[src/rtl/lpad_pkg.sv]
package lpad_pkg;
  localparam int OP_W   = 32;
  localparam int KIND_W = 3;

  typedef enum logic [KIND_W-1:0] {
    K_OTHER    = 3'd0,
    K_DCALL    = 3'd1,
    K_DJMP     = 3'd2,
    K_ICALL    = 3'd3,
    K_IJMP     = 3'd4,
    K_RET      = 3'd5
  } kind_e;

  typedef enum logic {
    ST_IDLE = 1'b0,
    ST_WAIT = 1'b1
  } trk_state_e;

  // marker bytes, byte 0 in the low bits
  localparam logic [OP_W-1:0] PAD_W64 = 32'hFA1E0FF3;
  localparam logic [OP_W-1:0] PAD_W32 = 32'hFB1E0FF3;

  function automatic logic [OP_W-1:0] pad_for(input logic is32);
    return is32 ? PAD_W32 : PAD_W64;
  endfunction

  function automatic logic is_fwd_indirect(input logic [KIND_W-1:0] k);
    return (k == K_ICALL) || (k == K_IJMP);
  endfunction
endpackage

[src/rtl/lpad_match.sv]
module lpad_match
  import lpad_pkg::*;
#(
  parameter int BYTES = 4,
  localparam int W = BYTES * 8
) (
  input  logic [W-1:0] op,
  input  logic         is32,
  output logic         hit
);
  logic [W-1:0] want;
  logic [BYTES-1:0] byte_eq;
  assign want = pad_for(is32);
  for (genvar b = 0; b < BYTES; b++) begin : g_byte
    assign byte_eq[b] = (op[8*b +: 8] == want[8*b +: 8]);
  end
  assign hit = &byte_eq;
endmodule

[src/rtl/lpad_arm_decode.sv]
module lpad_arm_decode
  import lpad_pkg::*;
(
  input  logic              valid,
  input  logic              en,
  input  logic [KIND_W-1:0] kind,
  output logic              arm_req
);
  assign arm_req = en && valid && is_fwd_indirect(kind);
endmodule

[src/rtl/lpad_fsm.sv]
module lpad_fsm
  import lpad_pkg::*;
(
  input  logic clk,
  input  logic rst_n,
  input  logic en,
  input  logic valid,
  input  logic arm_req,
  input  logic pad_hit,
  output logic waiting,
  output logic fault,
  output logic land_ok,
  output logic land_bad
);
  trk_state_e st_q, st_d;
  logic       fault_q, fault_d;

  assign land_ok  = en && valid && (st_q == ST_WAIT) && pad_hit;
  assign land_bad = en && valid && (st_q == ST_WAIT) && !pad_hit;

  always_comb begin
    st_d    = st_q;
    fault_d = 1'b0;
    if (!en) begin
      st_d = ST_IDLE;
    end else if (valid) begin
      unique case (st_q)
        ST_IDLE: if (arm_req) st_d = ST_WAIT;
        ST_WAIT: begin
          st_d    = ST_IDLE;
          fault_d = land_bad;
        end
        default: st_d = ST_IDLE;
      endcase
    end
  end

  always_ff @(posedge clk) begin
    if (!rst_n) begin
      st_q    <= ST_IDLE;
      fault_q <= 1'b0;
    end else begin
      st_q    <= st_d;
      fault_q <= fault_d;
    end
  end

  assign waiting = (st_q == ST_WAIT);
  assign fault   = fault_q;
endmodule

[src/rtl/lpad_tracker.sv]
module lpad_tracker
  import lpad_pkg::*;
(
  input  logic              clk,
  input  logic              rst_n,
  input  logic              track_en,
  input  logic              mode32,
  input  logic              ins_valid,
  input  logic [KIND_W-1:0] ins_kind,
  input  logic [OP_W-1:0]   op_bytes,
  output logic              cp_fault,
  output logic              armed
);
  logic arm_req, pad_hit, land_ok, land_bad;

  lpad_arm_decode u_dec (
    .valid(ins_valid), .en(track_en), .kind(ins_kind), .arm_req(arm_req)
  );

  lpad_match #(.BYTES(OP_W/8)) u_match (
    .op(op_bytes), .is32(mode32), .hit(pad_hit)
  );

  lpad_fsm u_fsm (
    .clk(clk), .rst_n(rst_n), .en(track_en), .valid(ins_valid),
    .arm_req(arm_req), .pad_hit(pad_hit),
    .waiting(armed), .fault(cp_fault),
    .land_ok(land_ok), .land_bad(land_bad)
  );
endmodule

[config.mk]
export PLATFORM = sky130hd
export DESIGN_NAME = lpad_tracker
export DESIGN_NICKNAME = d
export VERILOG_FILES = /design/src/rtl/lpad_pkg.sv /design/src/rtl/lpad_match.sv /design/src/rtl/lpad_arm_decode.sv /design/src/rtl/lpad_fsm.sv /design/src/rtl/lpad_tracker.sv
export SDC_FILE = /design/constraint.sdc
export NUM_CORES = 1
export LEC_CHECK = 0
export CAP_MARGIN = 20
export CORE_AREA = 3 3 40 42
export CTS_CLUSTER_DIAMETER = 80
export CTS_CLUSTER_SIZE = 12
export DETAILED_ROUTE_END_ITERATION = 12
export DIE_AREA = 0 0 43 45
export PLACE_DENSITY = 0.77
export SYNTH_ARGS = -nofsm -noshare
export SYNTH_HDL_FRONTEND = slang
export SYNTH_SLANG_ARGS = --single-unit
[constraint.sdc]
create_clock -name clk -period 1.45 [get_ports clk]
set_input_delay 0.2175 -clock clk [delete_from_list [all_inputs] [get_ports clk]]
set_output_delay 0.2175 -clock clk [all_outputs]
set_load 0.1 [all_outputs]
==> impl_metrics.py, run 1 <==
metrics = {
    "finish": {
        "fill_cells": 116,
        "ff_latch_area_um2": 40.04,
        "multi_input_area_um2": 142.6,
        "syn_to_final_growth_pct": 275.5,
        "final_nets": 107,
        "diodes": 0,
        "drive_gt1_share_pct": 10.77,
    },
    "synth": {
        "syn_area_um2": 178.9,
        "ys_warn_count": 0,
        "synth_area_per_cell_um2": 8.520,
        "ys_ff_latch": 2,
        "ys_types": 15,
        "yosysSeqAreaShare_pct": 22.38,
        "synth_fp_nets": 61,
        "synthCells": 21,
    },
    "power": {
        "p_int_uw": 245.8,
        "p_sw_share_pct": 18.77,
        "clockPowerShare_pct": 40.1,
        "powerDensity_mw_per_mm2": 450.3,
        "leakagePower_uw": 0.0003010,
        "peakVddDrop_mv": 0.1944,
        "power_uw": 302.5,
        "switching_power_uw": 56.78,
        "seq_power_share_pct": 18.9,
        "p_comb_share_pct": 41.0,
    },
    "floorplanning": {
        "design.die.area_mm2": 0.001935,
        "die_y_um": 45,
        "die_w_um": 43,
        "start_util_pct": 13.92,
        "rows": 13,
        "core-area_mm2": 0.001285,
        "ios": 42,
    },
    "clock_tree": {
        "root_buffer": "clkbuf_4",
        "ctsLongestPathBuffers": 2,
        "clk_latency_ns": 0.22,
        "clk_pin_slew_ns": 0.03,
        "cts_setup_buffers": 0,
        "cts_buffers": 3,
        "holdBufCountCts": 0,
        "cts_tree": "done",
        "cts_num_sinks": 2,
        "htreeDepth": 1,
    },
    "detailed_routing": {
        "ant_nets": 0,
        "wl_um": 858,
        "drc": 0,
        "initialDrtViolationCount": 0,
        "vias": 364,
        "avgViaCountPerCell": 4.550,
        "drt_pass1_iterations": 1,
        "wl_per_cell_um": 10.73,
    },
    "worst_setup_path": {
        "reg2regPathDepth": 2,
        "cp-start-kind": "input pin",
        "crit_fanout": 1,
        "critical_path_class": "in2reg",
        "end_kind": "register",
        "cp_data_arrival_time_ns": 1.47,
        "rrSetupSlack_ns": 0.63,
        "cp.required_ns": 1.54,
        "r2r-start": "u_fsm.waiting$_SDFFE_PN0P_",
        "r2r_end": "u_fsm.waiting$_SDFFE_PN0P_",
        "crit_start": "op_bytes[2]",
    },
    "run": {
        "max_cap_violations": 0,
    },
    "global_routing": {
        "top_usage_layer": "met2",
        "grt_usage_pct": 8.978,
        "gr-usage-met2_pct": 17.66,
        "overflow": 0,
        "grt_pass1_wl_um": 1235,
        "use_met1_pct": 7.434,
        "antenna_found_initial": 0,
        "grt_pass1_vias": 376,
        "grt_use_met3_pct": 0,
        "grt_max_degree": 4,
    },
    "sta": {
        "timing.final.crit_share_pct": 95.12,
        "skew_ns": 0.002687,
        "min_period_ns": 1.379,
        "finalSetupViolations": 0,
        "hold_viol_final": 0,
        "relSlewSlack_pct": 83.96,
        "whs_ns": 0.4418,
        "fmax_mhz": 725.1,
        "slew_viol_final": 0,
        "tightestPinTransition_ns": 0.2372,
    },
    "worst_hold_path": {
        "min_to": "u_fsm.fault$_SDFF_PN0_",
        "hold_path_startpoint": "op_bytes[3]",
        "min_path_type": "in2reg",
        "hold_depth": 4,
    },
    "placement": {
        "place_congestion": 0.6029,
        "io_buffers": 41,
    },
    "outcome": {
        "status": "finished, final reports clean",
    },
}
-- routing by layer --
metal  wire, µm  part of all wire, %
met1        263                   31
met2        510                   59
met3         83                  9.7
met4          0                    0
met5          0                    0
-- cell type report --
type                            count  share of cell area [%]
Sequential cell                     2                   5.959
Tap cell                           15                   2.793
Timing Repair Buffer               41                   66.67
Clock buffer                        3                   3.352
Multi-Input combinational cell     19                   21.23
-- worst max-delay path by stage --
stage	end	cells past startpoint	slack (ns)
detailed placement	u_fsm.fault$_SDFF_PN0_	5	-0.26
global placement	u_fsm.fault$_SDFF_PN0_	5	-0.23
finish	u_fsm.fault$_SDFF_PN0_	4	0.07
global route	u_fsm.fault$_SDFF_PN0_	4	-0.009
CTS	u_fsm.fault$_SDFF_PN0_	5	0.05
floorplan	u_fsm.waiting$_SDFFE_PN0P_	2	0.03
-- state kept, by name (all words and copies together) (netlist names) --
register and cells:
u_fsm.fault 1, u_fsm.waiting 1
-- worst max-delay path: stages --
cell and delay [ns]:
clkdlybuf4s50_1 0.41, or4_4 0.51, nor4_2 0.22, a31oi_1 0.11
-- layout by cell type, fill, tap and decap left out --
cell and count:
a31oi_1 1, and3_1 1, and3b_1 1, and4b_1 1
buf_12 2, clkbuf_4 3, clkdlybuf4s50_1 32, dfxtp_1 2
dlymetal6s2s_1 7, mux2i_1 1, nand2_1 1, nand4_1 5
nor2_1 1, nor3b_1 1, nor4_2 1, nor4b_1 2
o21ai_0 1, or4_4 1, xnor2_1 1
-- per-stage QoR --
stage	setup slack [ns]	setup TNS [ns]	util [%]	area [µm²]	cells
3_5_place_dp	-0.2577	-0.2577	48.88	628.1	77
3_3_place_gp	-0.2296	-0.2296	48.88	628.1	77
2_1_floorplan	0.03315	0	-	178.9	21
6_report	0.07080	0	52.29	671.9	80
4_1_cts	0.05347	0	50.63	650.6	80
5_1_grt	-0.009335	-0.009335	52.29	671.9	80
-- power by group through the flow --
stage                     Combinational, µW  Sequential [µW]  Clock [µW]
after global placement                  125             57.8           0
final                                   124             57.1         121
after detailed placement                127             57.8           0
after CTS                               127             57.1         128
after floorplan                        11.4             62.5           0
after global routing                    132             57.1         136
-- kinds of logic (layout without fill, tap and decap cells) --
kind of cell              count (synthesis)  count (layout)  share of synthesized area (%)
AOI/OAI and AO/OA                         2               2                          6.293
buffers and inverters                     0              44                              0
DFF                                       2               2                          22.38
xor gates and xnor gates                  1               1                          4.896
muxes                                     1               1                          5.595
and+or+nand+nor                          15              15                          60.84
-- synth_stat cells --
master | n | area (µm²)
dfxtp_1 | 2 | 40.04
xnor2_1 | 1 | 8.760
nor3b_1 | 1 | 7.510
and3_1 | 1 | 6.260
or4_1 | 1 | 7.510
o21ai_0 | 1 | 5.000
nor2_1 | 1 | 3.750
nand2_1 | 1 | 3.750
mux2i_1 | 1 | 10.01
nor4b_1 | 2 | 17.52
and3b_1 | 1 | 8.760
a31oi_1 | 1 | 6.260
nand4_1 | 5 | 31.28
and4b_1 | 1 | 10.01
nor4_2 | 1 | 12.51
-- repair_timing --
action	4_1_cts	5_1_grt
endpoints found under the setup margin	1	1
endpoints found under the hold margin	0	0
pin swaps	1	5
resized for setup	0	8
No activity file was read; power rests on OpenSTA's default activity.
==> inputs of run 2 (changes only) <==
--- a/config.mk
+++ b/config.mk
@@ -11,7 +11,9 @@
 export CTS_CLUSTER_SIZE = 12
 export DETAILED_ROUTE_END_ITERATION = 12
 export DIE_AREA = 0 0 43 45
-export PLACE_DENSITY = 0.77
+export PLACE_DENSITY = 0.82
+export SETUP_SLACK_MARGIN = 0.3
 export SYNTH_ARGS = -nofsm -noshare
 export SYNTH_HDL_FRONTEND = slang
+export SYNTH_HIERARCHICAL = 1
 export SYNTH_SLANG_ARGS = --single-unit
==> run 2 against run 1 <==
Effect of this change: routed wire length is 2.1% higher; critical endpoint is now u_fsm/fault$_SDFF_PN0_; sequential share of layout area rose by 0.29 points; non-clock buffer count is the same; critical path type unchanged.
==> impl_metrics.py, run 2 <==
metrics = {
    "sta": {
        "rsz0062_at_grt": "no",
        "hold_viol_final": 0,
        "tightestPinTransition_ns": 0.2334,
        "skew_ns": 0.005204,
        "slew_viol_final": 0,
        "finalSetupTns_ns": 0,
        "whs_ns": 0.4886,
        "final.setup.worst_slack_ns": 0.3736,
        "timing.final.crit_share_pct": 74.24,
        "relSlewSlack_pct": 84.39,
        "fmax_mhz": 929.0,
        "min_period_ns": 1.076,
        "finalSetupViolations": 0,
    },
    "clock_tree": {
        "clk_latency_ns": 0.22,
        "cts_setup_buffers": 0,
        "cts_num_sinks": 2,
        "clk_pin_slew_ns": 0.03,
        "holdBufCountCts": 0,
        "cts_tree": "done",
        "ctsLongestPathBuffers": 2,
        "root_buffer": "clkbuf_4",
        "htreeDepth": 1,
        "cts_buffers": 3,
    },
    "detailed_routing": {
        "vias": 370,
        "drt_pass1_iterations": 4,
        "drc": 0,
        "wl_um": 876,
        "wl_per_cell_um": 10.55,
        "avgViaCountPerCell": 4.458,
        "initialDrtViolationCount": 2,
        "ant_nets": 0,
    },
    "synth": {
        "syn_area_um2": 220.2,
        "synth_fp_nets": 64,
        "synth_area_per_cell_um2": 9.175,
        "synthCells": 24,
        "ys_warn_count": 6,
    },
    "worst_hold_path": {
        "min_path_type": "in2reg",
        "hold_path_startpoint": "op_bytes[13]",
    },
    "power": {
        "power_uw": 279.2,
        "powerDensity_mw_per_mm2": 422.7,
        "peakVddDrop_mv": 0.2659,
        "leakagePower_uw": 0.0003049,
    },
    "worst_setup_path": {
        "crit_chain": "clkdlybuf4s15_1 > nor4b_2 > nand4b_1 > nor4_4 > nor3b_2",
        "crit_fanout": 1,
        "r2r-start": "u_fsm/waiting$_SDFFE_PN0P_",
        "end_kind": "register",
        "cp_data_arrival_time_ns": 1.18,
        "cp.required_ns": 1.55,
        "crit_slowest_cell": "nor4_4",
        "crit_start": "op_bytes[26]",
        "critical_path_class": "in2reg",
        "cp-start-kind": "input pin",
        "max_stage_delay_ns": 0.29,
    },
    "floorplanning": {
        "rows": 13,
        "core-area_mm2": 0.001285,
        "die_w_um": 43,
        "ios": 42,
        "start_util_pct": 17.14,
        "die_y_um": 45,
        "design.die.area_mm2": 0.001935,
    },
    "global_routing": {
        "overflow": 0,
        "grt_max_degree": 5,
        "grt_usage_pct": 9.468,
        "antenna_found_initial": 0,
        "grt_pass1_vias": 402,
        "grt_pass1_wl_um": 1400,
    },
    "outcome": {
        "status": "finished, final reports clean",
    },
    "finish": {
        "final_common_cell": "buf_2",
        "final_nets": 110,
        "drive_gt1_share_pct": 39.71,
        "syn_to_final_growth_pct": 200.0,
        "diodes": 0,
        "final_cell_mix": "buf_2 (14), clkdlybuf4s50_1 (10), dlygate4sd2_1 (7)",
    },
    "placement": {
        "io_buffers": 41,
        "place_ws_ns": -0.2627,
        "place_congestion": 0.6549,
    },
    "run": {
        "max_cap_violations": 0,
    },
}
==> run 2: cell types whose count changed in the layout (fill, tap and decap cells not counted), moves of 3 or more <==
cell and delta:
clkdlybuf4s50_1 -22, clkdlybuf4s15_1 +3, dlygate4sd2_1 +7, buf_2 +14
==> run 2: worst paths after layout <==
kind / to / slack [ns] / cells past startpoint
setup reg to reg: u_fsm/waiting$_SDFFE_PN0P_ / 0.73 / 2
setup / recovery: u_fsm/fault$_SDFF_PN0_ / 0.37 / 5
hold / removal: u_fsm/fault$_SDFF_PN0_ / 0.49 / 5
hold reg to reg: u_fsm/fault$_SDFF_PN0_ / 0.49 / 2
==> run 2: metal layers <==
metal  vias to the layer above  GRT usage [%]  wire [µm]
li1                        187              -          -
met1                       154          9.809        324
met2                        29          16.17        431
met3                         0          3.187        120
met4                         0          6.627          0
met5                         -              0          0
==> run 2: stage by stage <==
stage / cells / utilization [%] / instance area [µm²]
6_report: 83 / 51.41 / 660.6
4_1_cts: 83 / 50.15 / 644.4
5_1_grt: 83 / 51.41 / 660.6
2_1_floorplan: 24 / - / 221.5
3_5_place_dp: 80 / 52.19 / 670.6
3_3_place_gp: 80 / 52.19 / 670.6
==> run 2: area by class of cell <==
| cell class | count | area, µm² |
|---|---|---|
| fillers | 124 | 624.3 |
| repair buffers | 41 | 364.1 |
| multi-input cells | 22 | 214.0 |
| flip-flops and latches | 2 | 41.29 |
| clock buffers | 3 | 22.52 |
| well taps | 15 | 18.77 |
==> run 2: where the power goes <==
part / internal, µW / leakage (µW) / switching, µW
registers: 55.8 / 0.0000166 / 0.356
logic: 73.1 / 0.000274 / 30.9
clock network: 91.0 / 0.0000138 / 28.1
total: 220 / 0.000305 / 59.4
==> run 2: timing repair <==
item                                    CTS  global route
endpoints found under the setup margin    2             1
pin swaps                                13             7
resized for setup                        62             8
==> run 2: critical path, delay by kind of cell <==
kind | cells | cell delay [ns]
AND/OR/NAND/NOR | 4 | 0.79
buffers and inverters | 1 | 0.17
